`src/rtl/burst_addr_pkg.sv`:
```
// Shared types for the burst address sequencer.
// Assumes: both burst lengths are powers of two.
package burst_addr_pkg;
    typedef enum logic {
        ORD_WRAP = 1'b0,
        ORD_XOR  = 1'b1
    } burst_order_e;

    typedef struct packed {
        logic         len_long;
        burst_order_e order;
    } burst_mode_t;
endpackage

```
`src/rtl/burst_index_ctr.sv`:
```
// Beat counter for one burst. It starts at 0 on load, advances on each
// enabled edge and stops after the beat equal to 'lim'.
// Assumes: lim is stable while active, except on the load cycle.
module burst_index_ctr #(
    parameter int IDX_W = 3
) (
    input  logic             clk,
    input  logic             rst_n,
    input  logic             clk_en,
    input  logic             load,
    input  logic [IDX_W-1:0] lim,
    output logic [IDX_W-1:0] idx,
    output logic             active,
    output logic             at_end
);
    // final beat reached
    assign at_end = active && (idx == lim);

    // beat index and live flag, frozen while clk_en is low
    always_ff @(posedge clk) begin
        if (!rst_n) begin
            idx    <= '0;
            active <= 1'b0;
        end else if (clk_en) begin
            if (load) begin
                idx    <= '0;
                active <= 1'b1;
            end else if (at_end) begin
                idx    <= '0;
                active <= 1'b0;
            end else if (active) begin
                idx    <= idx + 1'b1;
            end
        end
    end

    p_idx_in_range_r4: assert property (@(posedge clk) disable iff (!rst_n)
        active |-> (idx <= lim));
endmodule

```
`src/rtl/burst_addr_map.sv`:
```
// Combinational address former. It combines the stored base address with
// the beat index, using wrapping or XOR order inside the burst field.
// Assumes: mask is 2^n-1 and covers at most IDX_W bits; idx <= mask.
module burst_addr_map
    import burst_addr_pkg::*;
#(
    parameter int ADDR_W = 21,
    parameter int IDX_W  = 3
) (
    input  logic [ADDR_W-1:0] base,
    input  logic [IDX_W-1:0]  idx,
    input  logic [IDX_W-1:0]  mask,
    input  burst_order_e      order,
    output logic [ADDR_W-1:0] addr
);
    logic [IDX_W-1:0] low;
    logic [IDX_W-1:0] wrap_low;
    logic [IDX_W-1:0] xor_low;

    // both orderings, restricted to the active burst field
    always_comb begin
        low      = base[IDX_W-1:0];
        wrap_low = (low & ~mask) | ((low + idx) & mask);
        xor_low  = low ^ (idx & mask);
    end

    // select the ordering; upper bits pass straight through
    always_comb begin
        addr = base;
        addr[IDX_W-1:0] = (order == ORD_XOR) ? xor_low : wrap_low;
    end
endmodule

```
`src/rtl/burst_addr_gen.sv`:
```
// Burst column address sequencer top. It captures the request, runs the
// beat counter and forms one address per enabled clock.
// Assumes: req is sampled only when clk_en is high; reset is synchronous.
module burst_addr_gen
    import burst_addr_pkg::*;
#(
    parameter int ADDR_W    = 21,
    parameter int SHORT_LEN = 4,
    parameter int LONG_LEN  = 8
) (
    input  logic              clk,
    input  logic              rst_n,
    input  logic              clk_en,
    input  logic              req,
    input  logic [ADDR_W-1:0] req_addr,
    input  logic              req_len8,
    input  logic              req_xor,
    output logic [ADDR_W-1:0] burst_addr,
    output logic              burst_valid,
    output logic              burst_last
);
    localparam int FLD_W = $clog2(LONG_LEN);
    localparam logic [FLD_W-1:0] SHORT_MASK = FLD_W'(SHORT_LEN - 1);
    localparam logic [FLD_W-1:0] LONG_MASK  = FLD_W'(LONG_LEN - 1);

    logic [ADDR_W-1:0] base_q;
    burst_mode_t       mode_q;
    logic [FLD_W-1:0]  idx;
    logic [FLD_W-1:0]  mask;
    logic              load;

    assign load = clk_en && req;
    assign mask = mode_q.len_long ? LONG_MASK : SHORT_MASK;

    // capture request address and mode when a burst is accepted
    always_ff @(posedge clk) begin
        if (!rst_n) begin
            base_q <= '0;
            mode_q <= '{len_long: 1'b0, order: ORD_WRAP};
        end else if (load) begin
            base_q <= req_addr;
            mode_q <= '{len_long: req_len8, order: burst_order_e'(req_xor)};
        end
    end

    burst_index_ctr #(.IDX_W(FLD_W)) u_ctr (
        .clk    (clk),
        .rst_n  (rst_n),
        .clk_en (clk_en),
        .load   (load),
        .lim    (mask),
        .idx    (idx),
        .active (burst_valid),
        .at_end (burst_last)
    );

    burst_addr_map #(.ADDR_W(ADDR_W), .IDX_W(FLD_W)) u_map (
        .base  (base_q),
        .idx   (idx),
        .mask  (mask),
        .order (mode_q.order),
        .addr  (burst_addr)
    );

    p_start_load_r2: assert property (@(posedge clk) disable iff (!rst_n)
        (clk_en && req) |=> (burst_valid && burst_addr == $past(req_addr)));

    p_upper_fixed_r6: assert property (@(posedge clk) disable iff (!rst_n)
        (clk_en && !req && burst_valid && !burst_last)
        |=> $stable(burst_addr[ADDR_W-1:FLD_W]));

    p_freeze_r7: assert property (@(posedge clk) disable iff (!rst_n)
        !clk_en |=> ($stable(burst_addr) && $stable(burst_valid) && $stable(burst_last)));

    p_last_drop_r8: assert property (@(posedge clk) disable iff (!rst_n)
        (clk_en && burst_last && !req) |=> !burst_valid);

    p_chain_r10: assert property (@(posedge clk) disable iff (!rst_n)
        (clk_en && burst_last && req) |=> burst_valid);
endmodule

```
`config.mk`:
```
export PLATFORM = sky130hd
export DESIGN_NAME = burst_addr_gen
export DESIGN_NICKNAME = d
export VERILOG_FILES = /design/src/rtl/burst_addr_pkg.sv /design/src/rtl/burst_index_ctr.sv /design/src/rtl/burst_addr_map.sv /design/src/rtl/burst_addr_gen.sv
export SDC_FILE = /design/constraint.sdc
export NUM_CORES = 1
export LEC_CHECK = 0
export BUFFER_PORTS_ARGS = -buffer_cell sky130_fd_sc_hd__buf_2
export CAP_MARGIN = 20
export CORE_UTILIZATION = 48
export DETAILED_ROUTE_END_ITERATION = 16
export HOLD_SLACK_MARGIN = 0.03
export PLACE_DENSITY = 0.85
export SYNTH_ARGS = -nofsm -noshare
export SYNTH_HDL_FRONTEND = slang
export SYNTH_SLANG_ARGS = --single-unit
```
`constraint.sdc`:
```
create_clock -name clk -period 2.05 [get_ports clk]
set_input_delay 0.3075 -clock clk [delete_from_list [all_inputs] [get_ports clk]]
set_output_delay 0.3075 -clock clk [all_outputs]
set_load 0.03 [all_outputs]
```
After elaboration in Yosys (flattened, before gate mapping)
Cells that the tools add are included.

Input bits: 27. Register bits after elaboration: 27. Output and inout port bits: 23.

Eq/ne operators: 1. Add/sub/neg operators: 2. Bitwise logic cells: 6. Multiplexer cells: 7. Reduce and logical (&&, ||, !) cells: 6.

Operators with widths (count): $mux W3 (5); $and A3 B3 Y3 (3); $reduce_and A2 Y1 (2); $add A3 B1 Y3 const B (1); $add A3 B3 Y3 (1); $eq A3 B3 Y1 (1); $not A3 Y3 (1); $or A3 B3 Y3 (1); $reduce_bool A3 Y1 (1); $xor A3 B3 Y3 (1); $logic_and A1 B1 Y1 (2); $mux W1 (2); $reduce_bool A2 Y1 (1).

Longest topological paths before layout
Word-level depth: 5. Gate-level depth with buffers: 5.

By module
A second synthesis with hierarchy kept.

Cell total of the unflattened synthesis: 167. Area, all modules: 1473.9 µm².

Modules (own cells, without submodules): burst_addr_gen (instances 1, sequential area each 460.4 µm², cells an instance 105, area an instance 982.2 µm²); burst_addr_map (instances 1, sequential area each 0.0 µm², cells an instance 35, area an instance 261.5 µm²); burst_index_ctr (instances 1, sequential area each 80.1 µm², cells an instance 27, area an instance 230.2 µm²).

Least setup slack after synthesis
No wires, ideal clock.

Kind: register -> output. Start: register u_ctr.idx[0]. End: output port burst_addr[2]. Arrival: 1.744 ns. Path slack: -0.001 ns. Data required time: 1.742 ns. Stages on the path, launching flop included: 6. Cell sequence: dfxtp_1 ha_1 fa_1 xnor2_1 o31ai_1 xor2_1.

Longest elaborated chain between the ends: 4.

RTL lines: from (decl) (line burst_index_ctr.sv:12) `output logic [IDX_W-1:0] idx,`; from (signal assigned) (line burst_index_ctr.sv:32) `idx <= idx + 1'b1;`; $add A3 B3 Y3 (line burst_addr_map.sv:23) `wrap_low = (low & ~mask) | ((low + idx) & mask);`; $and A3 B3 Y3 (line burst_addr_map.sv:23); $or A3 B3 Y3 (line burst_addr_map.sv:23); $mux W3 (line burst_addr_map.sv:30) `addr[IDX_W-1:0] = (order == ORD_XOR) ? xor_low : wrap_low;`; to (decl) (line burst_addr_gen.sv:18) `output logic [ADDR_W-1:0] burst_addr,`.

No other way between the ends.

Final worst setup path
Start: register base_q[0]. End: output port burst_addr[2].

Longest elaborated chain between the ends: 4.

RTL lines: from (decl) (line burst_addr_gen.sv:26) `logic [ADDR_W-1:0] base_q;`; from (signal assigned) (line burst_addr_gen.sv:41) `base_q <= req_addr;`; $add A3 B3 Y3 (line burst_addr_map.sv:23); $and A3 B3 Y3 (line burst_addr_map.sv:23); $or A3 B3 Y3 (line burst_addr_map.sv:23); $mux W3 (line burst_addr_map.sv:30).

No other way between the ends.

==> impl_metrics.json <==
{
  "run_status": "complete, but fails checks",
  "failed_checks": "setup timing",
  "cts.reportedPaths.clkPinSlew_ps": 140,
  "clock_tree_from_tritoncts": "built",
  "netlist.area_leader.share": 0.414,
  "routed_via_density": 5.01,
  "area_growth_pct": 16.2,
  "placement_setup_slack_ps": 46.4,
  "worst_setup_path_start_kind": "register",
  "dpl.hpwl_um": 1880,
  "instances_no_fill": 211,
  "crit_type": "reg -> out",
  "clk_root_buffer_cell": "sky130_fd_sc_hd__clkbuf_4",
  "max-vdd-ir-drop_uv": 506,
  "filler_cell_count": 209,
  "gp_routability_congestion": 0.743,
  "ys.flop_type": "sky130_fd_sc_hd__dfxtp_1",
  "max_slew.worst_pin.slew_ps": 450,
  "power.leakage_nw": 0.696,
  "finalClockSkew_ps": 4.92,
  "floorplan.initialDensity": 0.518,
  "htree_levels": 1,
  "worst-r2r-cell-count": 5,
  "antenna_found_initial": 0,
  "floorplan.die.width_um": 54.2,
  "final_routed_drc_violation_total": 0,
  "antenna_violating_nets_post_route": 0,
  "grt_first_pass_wirelength_um": 3970,
  "die_y_um": 54.2,
  "n_antenna_cell": 0,
  "critical_path.endpoint_type": "output pin",
  "timing.slew.headroom": 0.700,
  "synthesis.yosys.warnings": 0,
  "design.die.area_um2": 2930,
  "final_design_area_no_fill_um2": 1520,
  "grt.total_usage": 0.191,
  "crit_required_ps": 1740,
  "drt-initial-drc-count": 17,
  "number_of_placed_i_o_pins": 50,
  "drt-total-wl_um": 2570,
  "globalRouteOverflowTotal": 0,
  "fin_total_pwr_mw": 0.949,
  "grt_start_max_net_pins": 28,
  "worst_ep_arrival_time_ps": 1910,
  "postSynth.asyncResetShare": 0,
  "netlist_cell_types": 24,
  "cellPowerDensity_nw_per_um2": 625,
  "clk_latency_ps": 320,
  "finalSetupViolCount": 1,
  "report.final.hold_viol_count": 0,
  "clock.fmax_ghz": 0.451,
  "whs_path_depth": 3,
  "largest_area_contributor_in_the_synthesized_netlist": "sky130_fd_sc_hd__dfxtp_1",
  "synth.area.top_cells": "sky130_fd_sc_hd__dfxtp_1, sky130_fd_sc_hd__nand2_1, sky130_fd_sc_hd__a21boi_1",
  "number_of_iterations_in_the_first_detailed_routing_pass": 4,
  "dp_cells": 207,
  "syn-mean-instance-area_um2": 8.71,
  "vias_in_the_first_global_route": 1008,
  "synth-edff-count": 0,
  "core_region_area_um2": 2520,
  "postSynthRegisterBits": 27,
  "maxCapViolations": 0,
  "synth-seq-area-share": 0.414,
  "detailed_place.area_um2": 1440,
  "type_of_the_worst_min_delay_path": "in -> reg",
  "num-nets-final": 214,
  "post_drt_wl_per_cell_um": 12.2,
  "cts_num_sinks": 27,
  "worstPathMaxFanout": 2,
  "ff_latch_area_um2": 543,
  "synth_area_um2": 1310,
  "timing.final.ws_setup_ps": -168,
  "min_period_over_period": 1.08,
  "clk_path_buf_depth": 2,
  "cts_made_buffers": 3,
  "placementRows": 18,
  "area_of_the_multi_input_gates_um2": 627,
  "portBuffers": 49,
  "post-route-min-period_ps": 2220,
  "postCtsSetupRepairBufs": 0,
  "grt_setup_unrepaired": "true",
  "netlist_instances": 150,
  "slew_violations": 0,
  "num_vias": 1057,
  "layout-drive-gt1-share": 0.359,
  "postSynthNetCount": 182
}
==> report_power, final <==
group	switching [mW]	internal (mW)	total (mW)	leakage (nW)
logic	0.0980	0.0635	0.161	0.460
clock network	0.149	0.0762	0.225	0.0150
registers	0.0149	0.548	0.563	0.221
total	0.262	0.687	0.949	0.696
==> synthesized netlist by cell type, drive strengths merged (2+ instances only) <==
cell and n:
a21boi 26, buf 23, clkbuf 2, dfxtp 27, ha 4, nand2 51, o21ai 2, xnor2 2
==> path summary, 6_finish.rpt <==
check | startpoint | slack (ps) | to
worst max register to register | u_ctr.idx[0] | 520 | u_ctr.idx[0]
worst min-delay path | req_addr[3] | 200 | base_q[3]
worst min register to register | base_q[7] | 460 | base_q[7]
worst max-delay path | base_q[0] | -170 | burst_addr[2]
==> placed cells by master, fill, tap and decap left out, types with 2 or more instances in the layout <==
cell                       count
sky130_fd_sc_hd__buf_6         2
sky130_fd_sc_hd__dfxtp_2       2
sky130_fd_sc_hd__o21ai_0       2
sky130_fd_sc_hd__ha_1          3
sky130_fd_sc_hd__buf_2        47
sky130_fd_sc_hd__clkbuf_4      3
sky130_fd_sc_hd__a21boi_1     20
sky130_fd_sc_hd__dfxtp_1      25
sky130_fd_sc_hd__a21boi_0      6
sky130_fd_sc_hd__buf_4         3
sky130_fd_sc_hd__nand2_1      51
==> layer usage <==
metal / global-route usage / wire (µm)
met4: 0.0812 / 37
met3: 0.0339 / 82
met2: 0.376 / 1430
met5: 0 / 0
met1: 0.191 / 1020
==> critical path, cell delays in order (launching register included) <==
cell and delay [ps]:
sky130_fd_sc_hd__dfxtp_2 360, sky130_fd_sc_hd__ha_4 150, sky130_fd_sc_hd__fa_2 350, sky130_fd_sc_hd__xnor2_2 150
sky130_fd_sc_hd__o31ai_4 260, sky130_fd_sc_hd__xor2_2 170, sky130_fd_sc_hd__buf_6 150
==> cell type report <==
type	count	area share
Inverter	1	0.00247
Multi-Input combinational cell	97	0.413
Clock buffer	4	0.0173
Sequential cell	27	0.358
Tap cell	30	0.0247
Timing Repair Buffer	52	0.185
==> cells by family after synthesis <==
group                    share of synthesized area
adder cells (fa/ha/maj)                     0.0536
multiplexers                               0.00862
buffers and inverters                        0.143
flip-flops                                   0.414
XOR/XNOR                                    0.0201
AND/OR/NAND/NOR                              0.187
AO/OA/AOI/OAI                                0.174
==> sequential cells by signal, indices dropped and copies added, names as in the netlist <==
register	cells
u_ctr.active	1
mode_q	2
base_q	21
u_ctr.idx	3
==> stage by stage <==
stage | util | setup TNS, ps | hold slack, ps
floorplan | - | 0 | 435
global placement | 0.569 | 0 | 438
detailed placement | 0.569 | 0 | 444
CTS | 0.584 | -222 | 202
global route | 0.602 | -262 | 189
finish | 0.602 | -168 | 204
==> what timing repair did <==
action                                 CTS  global route
hold buffers                             0             0
setup endpoints to repair                1             2
gates resized for setup                  3            11
endpoints found under the hold margin    0             0
pin swaps                                0             2
Note: power is estimated with default switching activity, not from simulation.
